<file path="src/rtl/brs_pkg.sv">
package brs_pkg;

  typedef enum logic [2:0] {
    ST_IDLE  = 3'd0,
    ST_HOLD  = 3'd1,
    ST_WGPU  = 3'd2,
    ST_WLINK = 3'd3,
    ST_WHOST = 3'd4,
    ST_DONE  = 3'd5,
    ST_FAIL  = 3'd6
  } brs_state_e;

  localparam logic [7:0] CODE_NONE = 8'h00;
  localparam logic [7:0] CODE_GPU  = 8'h08;
  localparam logic [7:0] CODE_LINK = 8'h09;
  localparam logic [7:0] CODE_HOST = 8'h0A;

  // Failure code belonging to the wait stage that timed out
  function automatic logic [7:0] stage_code(input brs_state_e st);
    case (st)
      ST_WGPU:  return CODE_GPU;
      ST_WLINK: return CODE_LINK;
      ST_WHOST: return CODE_HOST;
      default:  return CODE_NONE;
    endcase
  endfunction

  // Graphics part is out of reset in these states
  function automatic logic gpu_released(input brs_state_e st);
    return (st == ST_WGPU) || (st == ST_WLINK) || (st == ST_WHOST) || (st == ST_DONE);
  endfunction

  // Host part is out of reset in these states
  function automatic logic cpu_released(input brs_state_e st);
    return (st == ST_WHOST) || (st == ST_DONE);
  endfunction

  // States in which a start request is accepted
  function automatic logic accepts_start(input brs_state_e st);
    return (st == ST_IDLE) || (st == ST_DONE) || (st == ST_FAIL);
  endfunction

endpackage

</file>
<file path="src/rtl/brs_stage_timer.sv">
module brs_stage_timer #(
  parameter int TW = 16
) (
  input  logic          clk,
  input  logic          rst_n,
  input  logic          clr_i,
  input  logic [TW-1:0] lim_i,
  output logic          expired_o
);
  localparam logic [TW-1:0] CNT_MAX = {TW{1'b1}};

  logic [TW-1:0] cnt_q;

  // A stage lasting max(lim,1) edges: the last edge sees cnt == lim-1
  function automatic logic is_last(input logic [TW-1:0] cnt, input logic [TW-1:0] lim);
    logic [TW:0] ext;
    ext = {1'b0, cnt} + {{TW{1'b0}}, 1'b1};
    return ext >= {1'b0, lim};
  endfunction

  always_ff @(posedge clk or negedge rst_n) begin
    if (!rst_n) begin
      cnt_q <= '0;
    end else if (clr_i) begin
      cnt_q <= '0;
    end else if (cnt_q != CNT_MAX) begin
      cnt_q <= cnt_q + 1'b1;
    end
  end

  assign expired_o = is_last(cnt_q, lim_i);

endmodule

</file>
<file path="src/rtl/brs_attempt_ctr.sv">
module brs_attempt_ctr #(
  parameter int AW      = 3,
  parameter int RETRIES = 4
) (
  input  logic          clk,
  input  logic          rst_n,
  input  logic          clr_i,
  input  logic          inc_i,
  output logic [AW-1:0] count_o,
  output logic          last_o
);
  localparam logic [AW-1:0] LAST_IDX = AW'(RETRIES);

  logic [AW-1:0] cnt_q;

  always_ff @(posedge clk or negedge rst_n) begin
    if (!rst_n) begin
      cnt_q <= '0;
    end else if (clr_i) begin
      cnt_q <= '0;
    end else if (inc_i && (cnt_q != LAST_IDX)) begin
      cnt_q <= cnt_q + 1'b1;
    end
  end

  assign count_o = cnt_q;
  assign last_o  = (cnt_q == LAST_IDX);

endmodule

</file>
<file path="src/rtl/brs_ctrl.sv">
module brs_ctrl
  import brs_pkg::*;
#(
  parameter int CW = 8
) (
  input  logic          clk,
  input  logic          rst_n,
  input  logic          start_i,
  input  logic          gpu_done_i,
  input  logic          link_l0_i,
  input  logic          host_req_i,
  input  logic          expired_i,
  input  logic          last_i,
  output brs_state_e    state_o,
  output logic          stage_clr_o,
  output logic          att_clr_o,
  output logic          att_inc_o,
  output logic          tmo_evt_o,
  output logic          gpu_rst_n_o,
  output logic          cpu_rst_n_o,
  output logic          done_o,
  output logic          err_o,
  output logic [CW-1:0] err_code_o,
  output logic          retry_o
);
  brs_state_e    st_q, st_d;
  logic          gpu_q, cpu_q, done_q, err_q, retry_q;
  logic [CW-1:0] code_q;
  logic          timeout;
  logic          launch;
  logic          retry_d;

  always_comb begin
    st_d    = st_q;
    timeout = 1'b0;
    launch  = 1'b0;
    case (st_q)
      ST_IDLE, ST_DONE, ST_FAIL: begin
        if (start_i) begin
          st_d   = ST_HOLD;
          launch = 1'b1;
        end
      end
      ST_HOLD: begin
        if (expired_i) st_d = ST_WGPU;
      end
      ST_WGPU: begin
        if (gpu_done_i)     st_d = ST_WLINK;
        else if (expired_i) timeout = 1'b1;
      end
      ST_WLINK: begin
        if (link_l0_i)      st_d = ST_WHOST;
        else if (expired_i) timeout = 1'b1;
      end
      ST_WHOST: begin
        if (host_req_i)     st_d = ST_DONE;
        else if (expired_i) timeout = 1'b1;
      end
      default: st_d = ST_IDLE;
    endcase
    if (timeout) st_d = last_i ? ST_FAIL : ST_HOLD;
  end

  assign retry_d = timeout && !last_i;

  always_ff @(posedge clk or negedge rst_n) begin
    if (!rst_n) begin
      st_q    <= ST_IDLE;
      gpu_q   <= 1'b0;
      cpu_q   <= 1'b0;
      done_q  <= 1'b0;
      err_q   <= 1'b0;
      retry_q <= 1'b0;
      code_q  <= '0;
    end else begin
      st_q    <= st_d;
      gpu_q   <= gpu_released(st_d);
      cpu_q   <= cpu_released(st_d);
      done_q  <= (st_d == ST_DONE);
      err_q   <= (st_d == ST_FAIL);
      retry_q <= retry_d;
      if (launch) begin
        code_q <= '0;
      end else if (timeout && last_i) begin
        code_q <= CW'(stage_code(st_q));
      end
    end
  end

  assign state_o     = st_q;
  assign stage_clr_o = (st_d != st_q) || retry_d;
  assign att_clr_o   = launch;
  assign att_inc_o   = retry_d;
  assign tmo_evt_o   = timeout;
  assign gpu_rst_n_o = gpu_q;
  assign cpu_rst_n_o = cpu_q;
  assign done_o      = done_q;
  assign err_o       = err_q;
  assign err_code_o  = code_q;
  assign retry_o     = retry_q;

endmodule

</file>
<file path="src/rtl/boot_release_seq.sv">
module boot_release_seq
  import brs_pkg::*;
#(
  parameter int TW      = 16,
  parameter int RETRIES = 4,
  parameter int AW      = 3,
  parameter int CW      = 8
) (
  input  logic          clk,
  input  logic          rst_n,
  input  logic          start_i,
  input  logic          gpu_done_i,
  input  logic          link_l0_i,
  input  logic          host_req_i,
  input  logic [TW-1:0] hold_cyc_i,
  input  logic [TW-1:0] tmo_gpu_i,
  input  logic [TW-1:0] tmo_link_i,
  input  logic [TW-1:0] tmo_host_i,
  output logic          gpu_rst_n_o,
  output logic          cpu_rst_n_o,
  output logic          done_o,
  output logic          err_o,
  output logic [CW-1:0] err_code_o,
  output logic [AW-1:0] attempt_o,
  output logic          retry_pulse_o
);
  localparam int ATT_LIMIT = 1 << AW;

  brs_state_e    state_w;
  logic [TW-1:0] stage_lim_w;
  logic          stage_clr_w;
  logic          expired_w;
  logic          last_w;
  logic          att_clr_w;
  logic          att_inc_w;
  logic          tmo_evt;

  generate
    if (RETRIES >= ATT_LIMIT) begin : g_bad_width
      initial $error("attempt counter too narrow for the retry count");
    end
  endgenerate

  // Limit of the stage currently running
  always_comb begin
    case (state_w)
      ST_HOLD:  stage_lim_w = hold_cyc_i;
      ST_WGPU:  stage_lim_w = tmo_gpu_i;
      ST_WLINK: stage_lim_w = tmo_link_i;
      ST_WHOST: stage_lim_w = tmo_host_i;
      default:  stage_lim_w = '0;
    endcase
  end

  brs_stage_timer #(.TW(TW)) u_timer (
    .clk       (clk),
    .rst_n     (rst_n),
    .clr_i     (stage_clr_w),
    .lim_i     (stage_lim_w),
    .expired_o (expired_w)
  );

  brs_attempt_ctr #(.AW(AW), .RETRIES(RETRIES)) u_att (
    .clk     (clk),
    .rst_n   (rst_n),
    .clr_i   (att_clr_w),
    .inc_i   (att_inc_w),
    .count_o (attempt_o),
    .last_o  (last_w)
  );

  brs_ctrl #(.CW(CW)) u_ctrl (
    .clk         (clk),
    .rst_n       (rst_n),
    .start_i     (start_i),
    .gpu_done_i  (gpu_done_i),
    .link_l0_i   (link_l0_i),
    .host_req_i  (host_req_i),
    .expired_i   (expired_w),
    .last_i      (last_w),
    .state_o     (state_w),
    .stage_clr_o (stage_clr_w),
    .att_clr_o   (att_clr_w),
    .att_inc_o   (att_inc_w),
    .tmo_evt_o   (tmo_evt),
    .gpu_rst_n_o (gpu_rst_n_o),
    .cpu_rst_n_o (cpu_rst_n_o),
    .done_o      (done_o),
    .err_o       (err_o),
    .err_code_o  (err_code_o),
    .retry_o     (retry_pulse_o)
  );

endmodule

</file>
<file path="config.mk">
export PLATFORM = sky130hd
export DESIGN_NAME = boot_release_seq
export DESIGN_NICKNAME = d
export VERILOG_FILES = /design/src/rtl/brs_pkg.sv /design/src/rtl/brs_stage_timer.sv /design/src/rtl/brs_attempt_ctr.sv /design/src/rtl/brs_ctrl.sv /design/src/rtl/boot_release_seq.sv
export SDC_FILE = /design/constraint.sdc
export NUM_CORES = 1
export LEC_CHECK = 0
export CAP_MARGIN = 0
export CORE_MARGIN = 3
export CORE_UTILIZATION = 25
export CTS_CLUSTER_SIZE = 20
export DETAILED_ROUTE_END_ITERATION = 6
export PLACE_DENSITY_LB_ADDON = 0.2
export SETUP_SLACK_MARGIN = 0.4
export SLEW_MARGIN = 15
export SYNTH_ARGS = -nofsm -noshare
export SYNTH_HDL_FRONTEND = slang
export SYNTH_SLANG_ARGS = --single-unit
</file>
<file path="constraint.sdc">
create_clock -name clk -period 3.66 [get_ports clk]
set_input_delay 0.366 -clock clk [delete_from_list [all_inputs] [get_ports clk]]
set_output_delay 0.366 -clock clk [all_outputs]
set_load 0.05 [all_outputs]
</file>
* After elaboration in Yosys (flattened, before gate mapping) *
Cells that the tools add are included.

storage, ports and cells
  output and inout port bits = 16
  bits of input ports = 70
  bits in registers = 35

cells by class
  add/subtract/negate cells = 3
  magnitude comparators = 1
  reduce and logical (&&, ||, !) cells = 14
  multiplexer cells = 23
  equality and inequality tests = 15

operator list
  cell                                           number
  case mux 16 bit (4 select lines)               1
  2-to-1 mux 16 bit                              2
  2-to-1 mux 3 bit                               9
  == test 3 bit, second input constant           7
  adder 16 x 1 -> 17 bit, second input constant  1
  greater-or-equal comparator 17 x 16 -> 1 bit   1
  adder 16 x 1 -> 16 bit, second input constant  1
  2-to-1 mux 8 bit                               2
  != test 16 bit, second input constant          1
  case mux 3 bit (5 select lines)                1
  == test 3 x 2 -> 1 bit, second input constant  4
  case mux 4 bit (3 select lines)                1
  2-to-1 mux 1 bit                               6
  nonzero test 2 bit                             3
  logical OR 1 bit                               5
  adder 3 x 1 -> 3 bit, second input constant    1
  == test 3 x 1 -> 1 bit, second input constant  1
  logical AND 1 bit                              3
  zero test 3 bit                                1
  != test 3 bit                                  1
  != test 3 bit, second input constant           1
  case mux 1 bit (3 select lines)                1
  OR reduction 3 bit                             1
  zero test 1 bit                                1

* Depth between registers and ports, before layout *
  depth in word-level cells = 11
  mapped depth = 17
  gate-level depth less buffers = 14

* By module *
From an unflattened synthesis, not the netlist that was laid out.

unflattened totals
  cells, all modules = 327
  area, all modules = 2,970.3 um^2

modules (own cells, without submodules)
  module            seq. area each (um^2)  area each (um^2)  instances  cells an instance
  brs_stage_timer   400.4                  1,355.0           1          157
  brs_ctrl          275.3                  713.2             1          75
  boot_release_seq  0.0                    704.4             1          77
  brs_attempt_ctr   75.1                   197.7             1          18

* Least setup slack after synthesis *
No wires, ideal clock.

  path kind = register to register
  start = register u_ctrl.st_q[1], in the netlist u_ctrl.state_o[1]
  end = register u_ctrl.done_q, in the netlist u_ctrl.done_o
  library setup time = 0.117 ns
  data arrival time = 3.633 ns
  required time = 3.543 ns
  setup slack = -0.090 ns
  clock period less this slack = 3.750 ns
  stages on the path, launching flop included = 17
  cell sequence = dfrtp_1 > buf_2 > nand2b_1 > nor2_1 > clkbuf_1 > a22o_1 > a221oi_1 > ha_1 > and4_4 > a31o_1 > a32o_1 > or4_4 > buf_6 > and3_1 > buf_6 > a31o_4 > and2_4

between the ends
  longest elaborated chain between the ends = 8

RTL lines
  what                                          line                                            source
  start: declaration                            brs_ctrl.sv:26                                  brs_state_e st_q, st_d;
  start signal: assignment                      brs_ctrl.sv:76                                  st_q <= st_d;
  == test 3 bit (tied with other cells)         brs_ctrl.sv:37, boot_release_seq.sv:46
  case mux 16 bit (4 select lines)              boot_release_seq.sv:46                          case (state_w)
  greater-or-equal comparator 17 x 16 -> 1 bit  brs_stage_timer.sv:18                           return ext >= {1'b0, lim};
  2-to-1 mux 1 bit                              brs_ctrl.sv:49, brs_ctrl.sv:53, brs_ctrl.sv:57
  2-to-1 mux 1 bit (on tied branches)           brs_ctrl.sv:56, brs_ctrl.sv:48, brs_ctrl.sv:52
  case mux 1 bit (3 select lines)               brs_ctrl.sv:37                                  case (st_q)
  2-to-1 mux 3 bit (*)                          brs_ctrl.sv:61                                  if (timeout) st_d = last_i ? ST_FAIL : ST_HOLD;
  named net u_ctrl.st_d[0]                      brs_ctrl.sv:26
  == test 3 bit (*)                             brs_ctrl.sv:79                                  done_q <= (st_d == ST_DONE);
  end signal: assignment                        brs_ctrl.sv:79
  end: declaration                              brs_ctrl.sv:27                                  logic gpu_q, cpu_q, done_q, err_q, retry_q;

The timed path passes the listed nets; every way through them passes the cells marked *.
A chain may end at the register's enable or synchronous reset.

* Worst setup path after layout *
  start = register u_ctrl.st_q[1], in the netlist u_ctrl.state_o[1]
  end = register u_timer.cnt_q[0]

between the ends
  longest elaborated chain between the ends = 10

RTL lines
  what                                                            line                                            source
  == test 3 bit (tied with other cells)                           brs_ctrl.sv:37, boot_release_seq.sv:46
  case mux 16 bit (4 select lines)                                boot_release_seq.sv:46
  greater-or-equal comparator 17 x 16 -> 1 bit                    brs_stage_timer.sv:18
  2-to-1 mux 1 bit                                                brs_ctrl.sv:49, brs_ctrl.sv:53, brs_ctrl.sv:57
  2-to-1 mux 1 bit (on tied branches)                             brs_ctrl.sv:56, brs_ctrl.sv:48, brs_ctrl.sv:52
  case mux 1 bit (3 select lines)                                 brs_ctrl.sv:37
  2-to-1 mux 3 bit                                                brs_ctrl.sv:61
  != test 3 bit                                                   brs_ctrl.sv:91                                  assign stage_clr_o = (st_d != st_q) || retry_d;
  logical OR 1 bit (*)                                            brs_ctrl.sv:91
  2-to-1 mux 16 bit / nonzero test 2 bit (equally long branches)  n/a
  end signal: assignment                                          brs_stage_timer.sv:27                           cnt_q <= cnt_q + 1'b1;
  end: declaration                                                brs_stage_timer.sv:12                           logic [TW-1:0] cnt_q;

Mark *: on every way between the ends. The rest lies on a longest branch, timed or not.

==> metrics.md <==
| Metric | Value |
|---|---|
| Status | `complete, no violations` |
| Worst-Margin Slew | `801.5 ps` |
| Initial antenna violation count | `0` |
| Port bufs | `80` |
| Max Cap Violations | `0` |
| H-tree level count | `2` |
| Die H | `106.2 um` |
| Final setup violation count | `0` |
| Layout fillers | `944` |
| Area grow syn2layout | `55.13%` |
| FF-to-FF setup slack | `230 ps` |
| Hold Vio Cnt, Final | `0` |
| Syn Std Cell Area | `0.002510 sq mm` |
| Placed Area | `0.003536 sq mm` |
| CP arrival | `3640 ps` |
| GR Overflow Total | `0` |
| Io pins | `86` |
| Pwr dens | `311.5 mW/mm^2` |
| Setup crit start kind | `flip-flop` |
| Largest net degree at the start of global routing | `31` |
| Post-synthesis cell type count | `52` |
| Endpoint type of the worst setup path | `flip-flop` |
| Min-delay worst type | `in -> async` |
| Ratio of cells with drive above 1 in the final layout | `23.22%` |
| Worst Clk Skew | `13.65 ps` |
| Non-Filler Instances | `508` |
| DR WL/cell | `15.68 um` |
| Peak VDD IR | `0.1739 mV` |
| Core area | `0.009503 sq mm` |
| Setup ws final | `233.4 ps` |
| Root buffer cell | `clkbuf_8` |
| Syn Area/Cell | `8.996 sq um` |
| Pleak | `1.667 nW` |
| Final WL | `7966 um` |
| Worst r2r dst | `u_timer.cnt_q[0]$_DFFE_PN0P_` |
| Yosys top cell area share | `29.91%` |
| DPL Wire Length | `6001 um` |
| Synth area leaders | `dfrtp_1, ha_1, a22o_1` |
| Via count of the routed design | `2427` |
| Number of hold buffers added after cts | `0` |
| R2R depth | `13` |
| CTS tree | `built` |
| Worst EP required | `3870 ps` |
| Slew Viols, Final | `0` |
| Post-DRT Antenna Nets | `0` |
| Fin crit period | `3427 ps` |
| Synth area leader | `dfrtp_1` |
| DRT iter0 DRCs | `123` |
| Drt pass-1 iters | `4` |
| # DRC | `0` |
| GPL Wtd Cong | `0.7921` |
| First-pass GRT wire length | `12680 um` |
| FF+latch count, synth | `30` |
| Max FO, Critical Path | `9` |
| Initial Util | `26.41%` |
| Post-synthesis async set-or-reset flop share | `100.0%` |
| Maximum root-to-sink buffer count | `2` |
| Synth Instances | `279` |
| Seq/Total Area, Yosys | `29.91%` |
| Total track usage | `14.02%` |
| Die footprint | `0.01128 sq mm` |
| Clock-pin slew on the worst setup and hold paths | `70 ps` |
| Clk Latency, worst-skew pair | `280 ps` |
| RSZ-0062 raised after global routing | `yes` |
| Placed cells | `485` |
| Setup Crit Path Kind | `reg -> reg` |
| Final instance area | `0.003894 sq mm` |
| Warnings from Yosys | `0` |
| Final worst path period share | `93.62%` |
| Setup WS pre-CTS | `-32.25 ps` |
| Worst r2r src | `u_ctrl.state_o[1]$_DFF_PN0_` |
| Pwr Total | `1.213 mW` |
| Vias per cell | `4.778` |
| Main synth FF type | `dfrtp_1` |
| Row count | `35` |
| Cts bufs inserted | `5` |
| Layout Nets | `467` |
| Register area | `754.5 sq um` |
| Die width | `106.2 um` |
| Vias in the first global route | `2489` |
| Most common cell after layout, fill and taps aside | `clkdlybuf4s50_1` |
| Multi-input gate area | `0.001815 sq mm` |
| Fmax | `0.2918 GHz` |
| Post-synth EDFFs | `0` |
| Most frequent cells in the layout | `clkdlybuf4s50_1, dfrtp_1, nor2_1` |
| Relative slew slack | `46.57%` |
| CTS sink count | `30` |
| Ant diodes | `0` |
[critical path, cell delays in order, from the launching register on]
cell and delay (ps):
dfrtp_2 460, nor2b_4 150, and2_4 210, buf_4 180, a221oi_4 270, ha_1 290, and4_4 160, a31o_1 180
a32o_1 240, or4_4 570, a21oi_4 180, o211ai_4 150, buf_12 190, nor2_1 100
[Yosys cell counts, drive strengths merged, types with 6 or more instances]
cell and number:
xnor2 9, ha 19, o21ai 10, buf 11
a21oi 14, inv 7, a22o 16, xor2 7
nand3 8, nand4 6, clkbuf 8, nand2 21
dfrtp 30, nor2 40, a221oi 15
[worst max path at each step]
| stage | to | from | slack (ps) | cells after the start |
|---|---|---|---|---|
| 6_report | u_timer.cnt_q[0]$_DFFE_PN0P_ | u_ctrl.state_o[1]$_DFF_PN0_ | 230 | 13 |
| 5_1_grt | u_timer.cnt_q[0]$_DFFE_PN0P_ | u_timer.cnt_q[0]$_DFFE_PN0P_ | 40 | 14 |
| 4_1_cts | u_timer.cnt_q[0]$_DFFE_PN0P_ | u_ctrl.state_o[1]$_DFF_PN0_ | 220 | 13 |
| 3_5_place_dp | u_timer.cnt_q[0]$_DFFE_PN0P_ | u_ctrl.state_o[1]$_DFF_PN0_ | -30 | 12 |
| 3_3_place_gp | u_timer.cnt_q[0]$_DFFE_PN0P_ | u_ctrl.state_o[1]$_DFF_PN0_ | 40 | 12 |
| 2_1_floorplan | u_ctrl.done_o$_DFF_PN0_ | u_ctrl.state_o[2]$_DFF_PN0_ | 170 | 15 |
[per-layer routing]
metal | GRT usage [%] | share of wire [%]
met1 | 17.12 | 42
met2 | 24.98 | 52
met3 | 3.339 | 4.8
met4 | 2.960 | 0.55
met5 | 0 | 0
[metrics by stage]
stage | hold WS, ps | util (%) | TNS [ps]
after floorplan | 70.41 | - | 0
after global placement | 494.2 | 37.21 | 0
after detailed placement | 492.1 | 37.21 | -102.7
after CTS | 491.1 | 39.66 | 0
after global routing | 510.6 | 40.97 | 0
final | 478.4 | 40.97 | 0
[cell type report]
type                    instances  area share [%]
multi-input cells             227           46.63
inverters                       7          0.6748
flip-flops and latches         30           19.38
clock inverters                 2          0.3213
repair buffers                107           26.74
clock buffers                   6           2.121
well taps                     129           4.145
[registers in the layout, indices dropped and copies added, names as in the netlist]
name / count
u_ctrl.state_o: 3
u_ctrl.done_o: 1
u_ctrl.retry_o: 1
u_att.count_o: 3
u_ctrl.cpu_rst_n_o: 1
u_ctrl.gpu_rst_n_o: 1
u_ctrl.err_code_o: 3
u_ctrl.err_o: 1
u_timer.cnt_q: 16
[cells by family after synthesis]
logic type | after synthesis | share of synthesized area, %
and+or+nand+nor | 104 | 23.03
AOI/OAI and AO/OA | 78 | 23.93
DFF | 30 | 29.91
buffers and inverters | 26 | 5.932
adders and majority gates | 19 | 9.472
xor gates and xnor gates | 16 | 5.583
muxes | 5 | 1.994
other | 1 | 0.1494
[power by group]
part	total (mW)	internal (mW)	leakage [nW]	switching, mW
combinational	0.505	0.256	1.22	0.248
clock	0.283	0.151	0.0472	0.132
sequential	0.426	0.374	0.397	0.0519
total	1.21	0.781	1.67	0.432
[what timing repair did]
item                                    in CTS  in global routing
pin swaps                                    4                  2
resized for setup                           16                 15
hold endpoints to repair                     0                  0
endpoints found under the setup margin      30                 30
buffers inserted                             9                  6
(Power assumes the default switching activity.)
